==> config.mk <==
export PLATFORM = sky130hd
export DESIGN_NAME = pmc_ctrl
export DESIGN_NICKNAME = d
export VERILOG_FILES = /design/src/rtl/pmc_pkg.sv /design/src/rtl/pmc_rst_filter.sv /design/src/rtl/pmc_clk_div.sv /design/src/rtl/pmc_mode_fsm.sv /design/src/rtl/pmc_pin_ovr.sv /design/src/rtl/pmc_ctrl.sv
export SDC_FILE = /design/constraint.sdc
export NUM_CORES = 1
export LEC_CHECK = 0
export ABC_AREA = 1
export BUFFER_PORTS_ARGS = -buffer_cell sky130_fd_sc_hd__buf_4
export CELL_PAD_IN_SITES_DETAIL_PLACEMENT = 1
export CELL_PAD_IN_SITES_GLOBAL_PLACEMENT = 1
export CORE_MARGIN = 5
export CORE_UTILIZATION = 31
export DETAILED_ROUTE_END_ITERATION = 12
export PLACE_DENSITY_LB_ADDON = 0.25
export SLEW_MARGIN = 30
export SYNTH_ARGS = -nofsm -noshare
export SYNTH_HDL_FRONTEND = slang
export SYNTH_SLANG_ARGS = --single-unit
==> constraint.sdc <==
create_clock -name osc_clk_i -period 1.2 [get_ports osc_clk_i]
set_input_delay 0.12 -clock osc_clk_i [delete_from_list [all_inputs] [get_ports osc_clk_i]]
set_output_delay 0.12 -clock osc_clk_i [all_outputs]
set_load 0.05 [all_outputs]
==> src/rtl/pmc_pkg.sv <==
package pmc_pkg;
   typedef enum logic [1:0] {
      PM_RUN  = 2'd0,
      PM_IDLE = 2'd1,
      PM_WAKE = 2'd2,
      PM_DOWN = 2'd3
   } pm_state_t;
endpackage

==> src/rtl/pmc_rst_filter.sv <==
module pmc_rst_filter #(
   parameter int SYNC_STAGES = 2,
   parameter int MC_OSC      = 12,
   parameter int RST_MC      = 2
) (
   input  logic clk_i,
   input  logic pin_i,
   output logic pin_seen_o,
   output logic sys_rst_o
);
   localparam int RST_CYC = MC_OSC * RST_MC;
   localparam int CW      = $clog2(RST_CYC + 1);

   generate
      if (SYNC_STAGES < 2) begin : g_bad_sync
         $error("pmc_rst_filter: SYNC_STAGES must be at least 2");
      end
      if (RST_MC < 1) begin : g_bad_mc
         $error("pmc_rst_filter: RST_MC must be at least 1");
      end
   endgenerate

   logic [SYNC_STAGES-1:0] sync_q;
   logic [CW-1:0]          hi_cnt_q;

   always_ff @(posedge clk_i) begin
      sync_q <= {sync_q[SYNC_STAGES-2:0], pin_i};
   end

   assign pin_seen_o = sync_q[SYNC_STAGES-1];

   always_ff @(posedge clk_i) begin
      if (!pin_seen_o) begin
         hi_cnt_q <= '0;
      end else if (hi_cnt_q != CW'(RST_CYC)) begin
         hi_cnt_q <= hi_cnt_q + CW'(1);
      end
   end

   assign sys_rst_o = pin_seen_o && (hi_cnt_q == CW'(RST_CYC));
endmodule

==> src/rtl/pmc_clk_div.sv <==
module pmc_clk_div #(
   parameter int DIV = 2
) (
   input  logic clk_i,
   input  logic sys_rst_i,
   input  logic hold_i,
   output logic phase_o
);
   localparam int PW = (DIV > 2) ? $clog2(DIV) : 1;

   generate
      if (DIV < 2) begin : g_bad_div
         $error("pmc_clk_div: DIV must be at least 2");
      end
      if (DIV == 2) begin : g_toggle
         logic ph_q;
         always_ff @(posedge clk_i) begin
            if (sys_rst_i)    ph_q <= 1'b0;
            else if (!hold_i) ph_q <= ~ph_q;
         end
         assign phase_o = ph_q;
      end else begin : g_count
         logic [PW-1:0] cnt_q;
         always_ff @(posedge clk_i) begin
            if (sys_rst_i)                      cnt_q <= '0;
            else if (!hold_i) begin
               if (cnt_q == PW'(DIV - 1))       cnt_q <= '0;
               else                             cnt_q <= cnt_q + PW'(1);
            end
         end
         assign phase_o = (cnt_q == PW'(DIV - 1));
      end
   endgenerate
endmodule

==> src/rtl/pmc_mode_fsm.sv <==
module pmc_mode_fsm
   import pmc_pkg::*;
(
   input  logic      clk_i,
   input  logic      sys_rst_i,
   input  logic      pin_seen_i,
   input  logic      idl_req_i,
   input  logic      pd_req_i,
   input  logic      irq_i,
   output pm_state_t state_o,
   output logic      blk_o
);
   pm_state_t st_q, st_d;
   logic      blk_q, blk_d;

   always_comb begin
      st_d  = st_q;
      blk_d = blk_q;
      unique case (st_q)
         PM_RUN: begin
            if (!pin_seen_i) begin
               if (pd_req_i)       st_d = PM_DOWN;
               else if (idl_req_i) st_d = PM_IDLE;
            end
         end
         PM_IDLE: begin
            if (pin_seen_i) begin
               st_d  = PM_RUN;
               blk_d = 1'b1;
            end else if (irq_i) begin
               st_d = PM_WAKE;
            end
         end
         PM_WAKE: st_d = PM_RUN;
         PM_DOWN: st_d = PM_DOWN;
         default: st_d = PM_RUN;
      endcase
      if (!pin_seen_i) blk_d = 1'b0;
   end

   always_ff @(posedge clk_i) begin
      if (sys_rst_i) begin
         st_q  <= PM_RUN;
         blk_q <= 1'b0;
      end else begin
         st_q  <= st_d;
         blk_q <= blk_d;
      end
   end

   assign state_o = st_q;
   assign blk_o   = blk_q;
endmodule

==> src/rtl/pmc_pin_ovr.sv <==
module pmc_pin_ovr
   import pmc_pkg::*;
#(
   parameter bit PIN_REG = 1'b0
) (
   input  logic      clk_i,
   input  logic      sys_rst_i,
   input  pm_state_t state_i,
   input  logic      ext_i,
   output logic      force_o,
   output logic      level_o,
   output logic      p0_float_o,
   output logic      p2_addr_o
);
   logic [3:0] ovr_d;
   logic       low_pwr;

   assign low_pwr = (state_i == PM_IDLE) || (state_i == PM_DOWN);
   assign ovr_d   = {low_pwr,
                     state_i == PM_IDLE,
                     low_pwr && ext_i,
                     (state_i == PM_IDLE) && ext_i};

   generate
      if (PIN_REG) begin : g_reg
         logic [3:0] ovr_q;
         always_ff @(posedge clk_i) begin
            if (sys_rst_i) ovr_q <= '0;
            else           ovr_q <= ovr_d;
         end
         assign {force_o, level_o, p0_float_o, p2_addr_o} = ovr_q;
      end else begin : g_comb
         assign {force_o, level_o, p0_float_o, p2_addr_o} = ovr_d;
      end
   endgenerate
endmodule

==> src/rtl/pmc_ctrl.sv <==
module pmc_ctrl
   import pmc_pkg::*;
#(
   parameter int SYNC_STAGES = 2,
   parameter int MC_OSC      = 12,
   parameter int RST_MC      = 2,
   parameter int CLK_DIV     = 2,
   parameter bit PIN_REG     = 1'b0
) (
   input  logic osc_clk_i,
   input  logic rst_pin_i,
   input  logic idl_req_i,
   input  logic pd_req_i,
   input  logic irq_pend_i,
   input  logic ext_exec_i,
   output logic sys_rst_o,
   output logic cpu_ce_o,
   output logic per_ce_o,
   output logic osc_stop_o,
   output logic req_clr_o,
   output logic ram_wr_blk_o,
   output logic ale_force_o,
   output logic ale_level_o,
   output logic psen_force_o,
   output logic psen_level_o,
   output logic p0_float_o,
   output logic p2_addr_o
);
   generate
      if (MC_OSC % CLK_DIV != 0) begin : g_bad_ratio
         $error("pmc_ctrl: MC_OSC must be a multiple of CLK_DIV");
      end
   endgenerate

   logic      pin_seen;
   logic      phase;
   logic      frz;
   logic      strobe_force;
   logic      strobe_level;
   pm_state_t state;

   pmc_rst_filter #(
      .SYNC_STAGES (SYNC_STAGES),
      .MC_OSC      (MC_OSC),
      .RST_MC      (RST_MC)
   ) u_rst (
      .clk_i      (osc_clk_i),
      .pin_i      (rst_pin_i),
      .pin_seen_o (pin_seen),
      .sys_rst_o  (sys_rst_o)
   );

   pmc_mode_fsm u_fsm (
      .clk_i      (osc_clk_i),
      .sys_rst_i  (sys_rst_o),
      .pin_seen_i (pin_seen),
      .idl_req_i  (idl_req_i),
      .pd_req_i   (pd_req_i),
      .irq_i      (irq_pend_i),
      .state_o    (state),
      .blk_o      (ram_wr_blk_o)
   );

   assign frz = (state == PM_DOWN);

   pmc_clk_div #(
      .DIV (CLK_DIV)
   ) u_div (
      .clk_i     (osc_clk_i),
      .sys_rst_i (sys_rst_o),
      .hold_i    (frz),
      .phase_o   (phase)
   );

   assign osc_stop_o = frz;
   assign req_clr_o  = (state == PM_WAKE);
   assign per_ce_o   = phase && !sys_rst_o && !frz;
   assign cpu_ce_o   = phase && !sys_rst_o &&
                       ((state == PM_RUN) || (state == PM_WAKE));

   pmc_pin_ovr #(
      .PIN_REG (PIN_REG)
   ) u_ovr (
      .clk_i      (osc_clk_i),
      .sys_rst_i  (sys_rst_o),
      .state_i    (state),
      .ext_i      (ext_exec_i),
      .force_o    (strobe_force),
      .level_o    (strobe_level),
      .p0_float_o (p0_float_o),
      .p2_addr_o  (p2_addr_o)
   );

   assign ale_force_o  = strobe_force;
   assign ale_level_o  = strobe_level;
   assign psen_force_o = strobe_force;
   assign psen_level_o = strobe_level;
endmodule

Yosys cells after proc, flatten, opt, wreduce, memory -nomap -nowiden. Cells that the tools add are included.

Register bits after elaboration: 11. Input port bits: 6. Output and inout port bits: 12. Logic and storage cells: 35.

Add/subtract/negate cells: 1. Muxes and demuxes: 6. Eq/ne operators: 8. Bitwise operators: 2. Reduce and logical (&&, ||, !) cells: 13.

Operators by type and width (number): two-way mux 2 bit (5); case mux 2 bit (4 select lines) (1); logical AND 1 bit (6); adder 5 x 1 -> 5 bit, second input constant (1); equality test 5 bit, second input constant (1); != test 5 bit, second input constant (1); equality test 2 bit, second input constant (2); != test 3 x 2 -> 1 bit, second input constant (1); != test 3 bit, second input constant (1); AND reduction 3 bit (1); equality test 2 x 1 -> 1 bit, second input constant (1); zero test 1 bit (2); zero test 2 bit (1); logical OR 1 bit (2); != test 2 bit, second input constant (1); NOT 1 bit (2); OR reduction 2 bit (1).

Depth between registers and ports, before layout. Gate-level depths: netlist (run 1).

Word-level depth: 5. Gate-level depth with buffers: 7. Mapped depth without buffers: 7.

Hierarchy. Synthesis (run 1) repeated with hierarchy kept, for this count alone.

Cell total of the unflattened synthesis: 98. Area total of the unflattened synthesis: 631.9 um^2.

Modules (own cells, without submodules): pmc_rst_filter (sequential area each 140.1 um^2, cells an instance 43, area each 310.3 um^2, times used 1); pmc_mode_fsm (sequential area each 60.1 um^2, cells an instance 32, area each 203.9 um^2, times used 1); pmc_ctrl (sequential area each 0.0 um^2, cells an instance 10, area each 47.5 um^2, times used 1); pmc_clk_div (sequential area each 20.0 um^2, cells an instance 7, area each 42.5 um^2, times used 1); pmc_pin_ovr (sequential area each 0.0 um^2, cells an instance 6, area each 27.5 um^2, times used 1).

Worst setup path before layout (run 1). OpenSTA, ideal clock, no wires.

Path kind: register to output. Start: register u_fsm.st_q[0] (netlist: u_fsm.state_o[0]). End: output port cpu_ce_o. Path slack: -0.963 ns. Path buffers: 0. Arrival: 2.043 ns. Required time: 1.080 ns. Cell stages (with the launch flop): 5. Cells stage by stage: dfxtp_1 inv_1 ha_1 nor2_1 nor3_1.

Word-level cells in the longest chain between the ends: 3. Elaborated cells on any way between the ends: 4. Classes of those cells: eq/ne: 1; reduce/logical: 3.

Ends and longest elaborated chain: from (decl) (line pmc_mode_fsm.sv:13) `pm_state_t st_q, st_d;`; from (signal assigned) (line pmc_mode_fsm.sv:46) `st_q <= st_d;`; equality test 2 bit; via req_clr_o (line pmc_ctrl.sv:20) `output logic req_clr_o,`; logical OR 1 bit (line pmc_ctrl.sv:79) `((state == PM_RUN) || (state == PM_WAKE));`; logical AND 1 bit (line pmc_ctrl.sv:78) `assign cpu_ce_o = phase && !sys_rst_o &&`; to (decl) (line pmc_ctrl.sv:17) `output logic cpu_ce_o,`.

The timed path passes the listed nets, and every way through them passes these cells.

Final worst setup path (run 1).
Start: register u_rst.hi_cnt_q[1]. End: output port cpu_ce_o.

Word-level cells in the longest chain between the ends: 5.

Ends and longest elaborated chain: from (decl) (line pmc_rst_filter.sv:24) `logic [CW-1:0] hi_cnt_q;`; from (signal assigned) (line pmc_rst_filter.sv:36) `hi_cnt_q <= hi_cnt_q + CW'(1);`; equality test 5 bit (line pmc_rst_filter.sv:40) `assign sys_rst_o = pin_seen_o && (hi_cnt_q == CW'(RST_CYC));`; logical AND 1 bit (line pmc_rst_filter.sv:40); zero test 1 bit (line pmc_ctrl.sv:78); logical AND 1 bit (2 in series) (line pmc_ctrl.sv:78).

Every way passes these cells.

==> results of run 1 <==
worst paths after layout:
path | endpoint | slack, ps | cells after the start
min | u_fsm.state_o[1] | 290 | 5
max reg2reg | u_fsm.state_o[0] | -150 | 9
min reg2reg | u_rst.sync_q[1] | 330 | 0
max | cpu_ce_o | -250 | 6
power by group:
| group | switching, mW | leakage (nW) | total (mW) | internal, mW |
|---|---|---|---|---|
| logic | 1.50 | 0.437 | 2.64 | 1.15 |
| clock network | 0.139 | 0.0150 | 0.267 | 0.129 |
| registers | 0.100 | 0.0925 | 0.575 | 0.475 |
cell usage in the layout, fill, tap and decap left out:
cell / synthesis / final
sky130_fd_sc_hd__buf_4: 2 / 23
sky130_fd_sc_hd__buf_6: 0 / 8
sky130_fd_sc_hd__dfxtp_1: 11 / 7
sky130_fd_sc_hd__o21a_4: 0 / 1
sky130_fd_sc_hd__clkbuf_4: 0 / 3
sky130_fd_sc_hd__nand2_2: 0 / 4
sky130_fd_sc_hd__o21ai_0: 1 / 1
sky130_fd_sc_hd__ha_1: 6 / 1
sky130_fd_sc_hd__inv_1: 11 / 6
sky130_fd_sc_hd__nand3_2: 1 / 2
sky130_fd_sc_hd__o21ai_2: 1 / 1
sky130_fd_sc_hd__nand4_1: 1 / 1
sky130_fd_sc_hd__xnor2_1: 1 / 1
sky130_fd_sc_hd__dfxtp_2: 0 / 2
sky130_fd_sc_hd__buf_8: 0 / 6
sky130_fd_sc_hd__or2_4: 0 / 1
sky130_fd_sc_hd__nand3_1: 4 / 3
sky130_fd_sc_hd__nor3_4: 0 / 2
sky130_fd_sc_hd__inv_2: 2 / 5
sky130_fd_sc_hd__nor2_8: 1 / 1
sky130_fd_sc_hd__inv_4: 1 / 3
sky130_fd_sc_hd__nor2_4: 0 / 1
sky130_fd_sc_hd__dfxtp_4: 0 / 2
sky130_fd_sc_hd__ha_4: 0 / 5
sky130_fd_sc_hd__nor2_1: 11 / 10
sky130_fd_sc_hd__clkbuf_1: 0 / 1
sky130_fd_sc_hd__a21oi_1: 3 / 3
sky130_fd_sc_hd__nand2_1: 12 / 8
sky130_fd_sc_hd__o21a_1: 3 / 2
sky130_fd_sc_hd__dlygate4sd3_1: 0 / 1
sky130_fd_sc_hd__or2_2: 2 / 1
sky130_fd_sc_hd__nand4_4: 1 / 1
timing repair:
item,in CTS,in global routing
buffers inserted,8,4
hold buffers,1,0
setup endpoints to repair,10,18
pin swaps,4,2
hold endpoints to repair,1,0
resized for setup,25,5
worst max-delay path, stage by stage (launching register included):
cell and delay [ps]:
sky130_fd_sc_hd__dfxtp_2 340, sky130_fd_sc_hd__inv_2 80, sky130_fd_sc_hd__ha_4 140, sky130_fd_sc_hd__nand4_4 110, sky130_fd_sc_hd__nor2_8 180, sky130_fd_sc_hd__nor3_4 60, sky130_fd_sc_hd__buf_6 160
flip-flops by register name (all words and copies together), names as in the netlist:
register        count
u_rst.hi_cnt_q      5
u_fsm.state_o       2
u_rst.sync_q        2
u_div.phase_o       1
u_fsm.blk_o         1
cell type report:
| class | instances | area [µm²] | share of cell area |
|---|---|---|---|
| Multi-Input combinational cell | 50 | 439 | 0.381 |
| Clock buffer | 4 | 26.3 | 0.0228 |
| Inverter | 14 | 60.1 | 0.0521 |
| Tap cell | 27 | 33.8 | 0.0293 |
| Timing Repair Buffer | 38 | 363 | 0.315 |
| Sequential cell | 11 | 230 | 0.200 |
per-stage QoR:
step,std cells,area (µm²)
floorplan,77,717
global placement,127,916
detailed placement,127,916
CTS,140,1110
global route,144,1150
finish,144,1150
metal layers:
layer,global-route usage,up-vias,share of wire
met2,0.247,28,0.56
met4,0.0705,0,0.039
met5,0,-,0
li1,-,321,-
met1,0.162,317,0.35
met3,0.0354,12,0.043
kinds of logic after synthesis:
logic type | Yosys count | share of synthesized area
AND/OR/NAND/NOR | 35 | 0.305
buffers and inverters | 16 | 0.115
flip-flops | 11 | 0.360
AO/OA/AOI/OAI | 8 | 0.0838
adder cells (fa/ha/maj) | 6 | 0.123
XOR/XNOR | 1 | 0.0143
==> implementation parameters, run 1 <==
Parameter                              Value

Synth
  Share of async-settable or async-resettable flops after synthesis ... 0
  Syn Nets ... 89
  Number of instances in the synthesized netlist ... 77
  Commonest register cell after synthesis ... sky130_fd_sc_hd__dfxtp_1
  Netlist area before placement ... a little over 600 µm²
  Cell accounting for the most synthesized area ... sky130_fd_sc_hd__dfxtp_1
  Number of synthesized register bits ... 11
  Post-synth EDFFs ... 0
  Leading cell types by total area after synthesis ... sky130_fd_sc_hd__dfxtp_1, sky130_fd_sc_hd__ha_1, sky130_fd_sc_hd__nand2_1
  Leading post-synthesis cells by instance count ... sky130_fd_sc_hd__nand2_1, sky130_fd_sc_hd__dfxtp_1, sky130_fd_sc_hd__inv_1, sky130_fd_sc_hd__nor2_1, sky130_fd_sc_hd__ha_1
  Syn_area_per_cell ... between 7 and 8 µm²
  Post-synth top area share ... 0.360
  Most repeated cell in the gate-level netlist after synthesis ... sky130_fd_sc_hd__nand2_1
  Synth warn ... 0
  Count of unique library cells instantiated by Yosys ... 20
  Proportion of synthesized chip area in sequential cells ... 0.360

Hold path
  Hold Crit Start ... pd_req_i
  Worst min-delay path category ... in2reg

Clocking
  Number of clock sinks ... 11
  CTS root buffer ... sky130_fd_sc_hd__clkbuf_4
  Clock Pin Slew Worst Setup and Hold Paths ... 80 ps
  Number of buffers on the longest clock path ... 2
  Clock tree from TritonCTS ... done
  Insertion delay of the later-clocked pin in the worst-skew pair ... ~270 ps
  CTS H-tree lvls ... 1
  Clock buffer count from CTS ... 3

Floorplanning
  Number of rows created at floorplan ... 16
  Initial standard-cell utilization of the core ... 0.318
  Die footprint ... around 3000 µm²
  Die outline width ... between 50 and 60 µm
  Die height ... 54.4 µm
  Std-Cell Core Area ... ~1900 µm²
  Number of top-level design ports ... 18

Route
  Number of detailed-route iterations in the first pass ... 4
  Total via count after detailed routing ... between 600 and 700
  First DRT Iteration DRCs ... 6
  Count of antenna-violating nets left after detailed routing ... 0
  Post-DR wirelength/cell ... between 15 and 20 µm
  Total wirelength of the detailed-routed design ... ~2200 µm
  Routed via count divided by cell count ... 4.71
  DRC Markers ... 0

Timing
  Smallest setup slack after layout ... -253 ps
  Setup violators final ... 17
  Slew at the pin closest to its max-slew limit ... between 200 and 300 ps
  Final worst-path cycle share ... 1.21
  Final Max Slew Viols ... 0
  Total negative slack ... -2550 ps
  Worst hold slack ... around 290 ps
  Unrepaired setup endpoints after global routing ... yes
  Max Clock Freq ... 688 MHz
  Final critical path time including I/O delays and setup ... roughly 1500 ps
  Setup skew after layout ... roughly 2.9 ps
  Worst rel slew slack ... 0.806
  Final Hold Violating Endpoints ... 0

Place
  IO buf count ... 17
  GP Congestion ... about 0.74
  Placement Setup Slack ... -53.1 ps
  HPWL after detailed placement ... roughly 1300 µm

Setup path
  Critical path class ... reg2out
  Worst EP arrival ... ~1300 ps
  CP max FO ... 4
  Launch instance of the worst register-to-register path ... u_rst.hi_cnt_q[1]
  Start point of the critical path ... u_rst.hi_cnt_q[1]
  CP required ... between 1000 and 1500 ps
  CP startpoint kind ... flop
  Kind of end point of the critical path ... primary output

Power and ir drop
  IR drop worst, VDD ... about 2.1 mV
  Total leakage power ... between 0.5 and 0.6 nW
  PwrDens ... around 3000 nW/µm²
  PnR Total Power ... 3.49 mW

Final layout
  Diode insertion count for antenna repair ... 0
  Share of final-layout standard cells stronger than drive strength 1 ... 0.615
  Growth of design area from synthesis to finish ... 88.3%
  Fillcell total ... around 220
  Layout Utilization ... 0.600
  Count of nets after finishing ... between 100 and 150

Global routing
  Total congestion overflow after global routing ... 0
  Number of antenna violations at the first check in global routing ... 0
  Overall Global Routing Usage ... 0.143
  Number of global-route vias before repair ... 634
  Largest net degree at the start of global routing ... 8
  First-pass GRT wire length ... a little under 3000 µm

Status
  Violated checks ... negative setup slack
  Status ... complete, but fails checks

Job
  Count of max-cap constraint violations ... 0
No activity file was read; power rests on OpenSTA's default activity.
==> run 2, diff against run 1 <==
Settings changed: MAX_ROUTING_LAYER from default to met4.
==> run 2 against run 1 <==
The flow still finishes with violations (negative setup slack). Highest routed layer unchanged. Largest power group unchanged. Clock-buffer cell count stayed put. Final cell count unchanged. Combinational power about the same. Maximum frequency up 0.66%. Via count is 3.7% lower. Total power is 0.37% higher. Wire length decreased by 0.22%. Hold slack got worse by 25 ps. Core utilization grew 0.59 points. Flip-flop and latch count did not move. Global-route usage up 0.40 points.
==> implementation parameters, run 2 (synthesis gave the netlist of run 1 again) <==
Parameter                              Value

Final layout
  Leading cell type in the layout, fill and taps excluded ... sky130_fd_sc_hd__buf_4
  Growth of design area from synthesis to finish ... 90.2%
  Commonest cells after routing, fill and taps aside ... sky130_fd_sc_hd__buf_4, sky130_fd_sc_hd__nor2_1, sky130_fd_sc_hd__buf_6
  Diode insertion count for antenna repair ... 0
  Count of nets after finishing ... between 100 and 150
  Layout Utilization ... 0.605
  Reg with most FFs ... u_rst.hi_cnt_q
  Fillcell total ... around 220
  Largest register FFs ... 5
  Share of final-layout standard cells stronger than drive strength 1 ... 0.624

Timing
  Final Hold Violating Endpoints ... 0
  Slew at the pin closest to its max-slew limit ... 304 ps
  Setup violators final ... 17
  Final worst-path cycle share ... 1.20
  Final critical path time including I/O delays and setup ... between 1000 and 1500 ps
  Unrepaired setup endpoints after global routing ... yes
  Setup skew after layout ... 2.99 ps
  Worst rel slew slack ... 0.797
  Final Max Slew Viols ... 0
  Smallest setup slack after layout ... -244 ps
  Total negative slack ... -2410 ps
  Max Clock Freq ... 693 MHz

Status
  Violated checks ... negative setup slack
  Status ... complete, but fails checks

Route
  Total wirelength of the detailed-routed design ... roughly 2200 µm
  Count of antenna-violating nets left after detailed routing ... 0
  First DRT Iteration DRCs ... 7
  Total via count after detailed routing ... between 600 and 700
  DRC Markers ... 0
  Routed via count divided by cell count ... around 4.5
  Post-DR wirelength/cell ... ~16 µm
  Number of detailed-route iterations in the first pass ... 4

Floorplanning
  Die height ... between 50 and 60 µm
  Number of rows created at floorplan ... 16
  Std-Cell Core Area ... ~1900 µm²
  Die footprint ... about 3000 µm²
  Number of top-level design ports ... 18
  Initial standard-cell utilization of the core ... 0.318
  Die outline width ... 54.4 µm

Power and ir drop
  Total leakage power ... ~0.55 nW
  IR drop worst, VDD ... 2.12 mV
  PnR Total Power ... ~3.5 mW
  PwrDens ... approximately 3000 nW/µm²

Setup path
  Worst Reg-to-Reg Cells ... 9
  Worst EP arrival ... 1320 ps
  Register-to-register setup slack ... -140 ps
  CP required ... 1080 ps
  CP startpoint kind ... flop
  Kind of end point of the critical path ... primary output
  Critical path class ... reg2out
  CP max FO ... 5
  Worst setup path endpoint ... cpu_ce_o
  Launch instance of the worst register-to-register path ... u_rst.hi_cnt_q[1]
  Endpoint of the most critical register-to-register path ... u_fsm.state_o[0]
  Start point of the critical path ... u_rst.hi_cnt_q[1]

Clocking
  CTS root buffer ... sky130_fd_sc_hd__clkbuf_4
  Clock Pin Slew Worst Setup and Hold Paths ... roughly 80 ps
  CTS H-tree lvls ... 1
  Number of clock sinks ... 11
  Number of buffers on the longest clock path ... 2
  Insertion delay of the later-clocked pin in the worst-skew pair ... around 270 ps
  Clock tree from TritonCTS ... done
  Clock buffer count from CTS ... 3

Place
  IO buf count ... 17
  HPWL after detailed placement ... roughly 1300 µm
  GP Congestion ... 0.751
  Placement Setup Slack ... -53.1 ps

Global routing
  Number of antenna violations at the first check in global routing ... 0
  Largest net degree at the start of global routing ... 8
  Overall Global Routing Usage ... 0.147
  Total congestion overflow after global routing ... 0
  First-pass GRT wire length ... about 2900 µm
  Number of global-route vias before repair ... ~630

Job
  Count of max-cap constraint violations ... 0

Hold path
  Hold Path Stages ... 5
  Worst min-delay path category ... in2reg
-- run 2: cell counts in the layout (fill, tap and decap cells not counted) --
Identical to the previous run, type by type.
-- run 2: critical path: stages, from the launching register on --
cell and delay (ps):
sky130_fd_sc_hd__dfxtp_2 340, sky130_fd_sc_hd__inv_2 80, sky130_fd_sc_hd__ha_4 140, sky130_fd_sc_hd__nand4_4 100, sky130_fd_sc_hd__nor2_8 180, sky130_fd_sc_hd__nor3_4 60
sky130_fd_sc_hd__buf_6 160
-- run 2: metrics by stage --
stage | cells | area [µm²] | hold WS, ps
finish | 144 | 1160 | 260
global route | 144 | 1160 | 320
CTS | 140 | 1110 | 256
detailed placement | 127 | 916 | 227
global placement | 127 | 916 | 225
floorplan | 77 | 717 | 148
-- run 2: cell type report --
type / instances / area (µm²) / area share
Clock buffer: 4 / 26.3 / 0.0226
Sequential cell: 11 / 230 / 0.198
Multi-Input combinational cell: 50 / 447 / 0.384
Inverter: 14 / 60.1 / 0.0516
Timing Repair Buffer: 38 / 367 / 0.315
Tap cell: 27 / 33.8 / 0.0290
-- run 2: layer usage --
layer / share of wire / wire length, µm / track usage / vias to the layer above
met5: 0 / 0 / - / -
met4: 0.028 / 62 / 0.0705 / 0
met3: 0.034 / 77 / 0.0354 / 6
met2: 0.56 / 1260 / 0.247 / 18
met1: 0.38 / 847 / 0.162 / 309
li1: - / - / - / 320
-- run 2: what timing repair did --
action                                  CTS  global route
pin swaps                                 4             5
endpoints found under the setup margin   10            18
buffers inserted                          8             4
endpoints found under the hold margin     1             0
hold buffers                              1             0
resized for setup                        25             8
-- run 2: worst min-delay path by stage --
stage	to	startpoint	slack [ps]
finish	u_fsm.state_o[1]	pd_req_i	260
global placement	u_rst.sync_q[0]	rst_pin_i	230
floorplan	u_rst.sync_q[0]	rst_pin_i	150
global route	u_fsm.state_o[1]	pd_req_i	320
detailed placement	u_rst.sync_q[0]	rst_pin_i	230
CTS	u_fsm.state_o[0]	irq_pend_i	260
-- run 2: power breakdown --
| part | internal (mW) | total [mW] | switching, mW |
|---|---|---|---|
| combinational | 1.15 | 2.65 | 1.50 |
| clock | 0.129 | 0.269 | 0.140 |
| sequential | 0.475 | 0.575 | 0.100 |
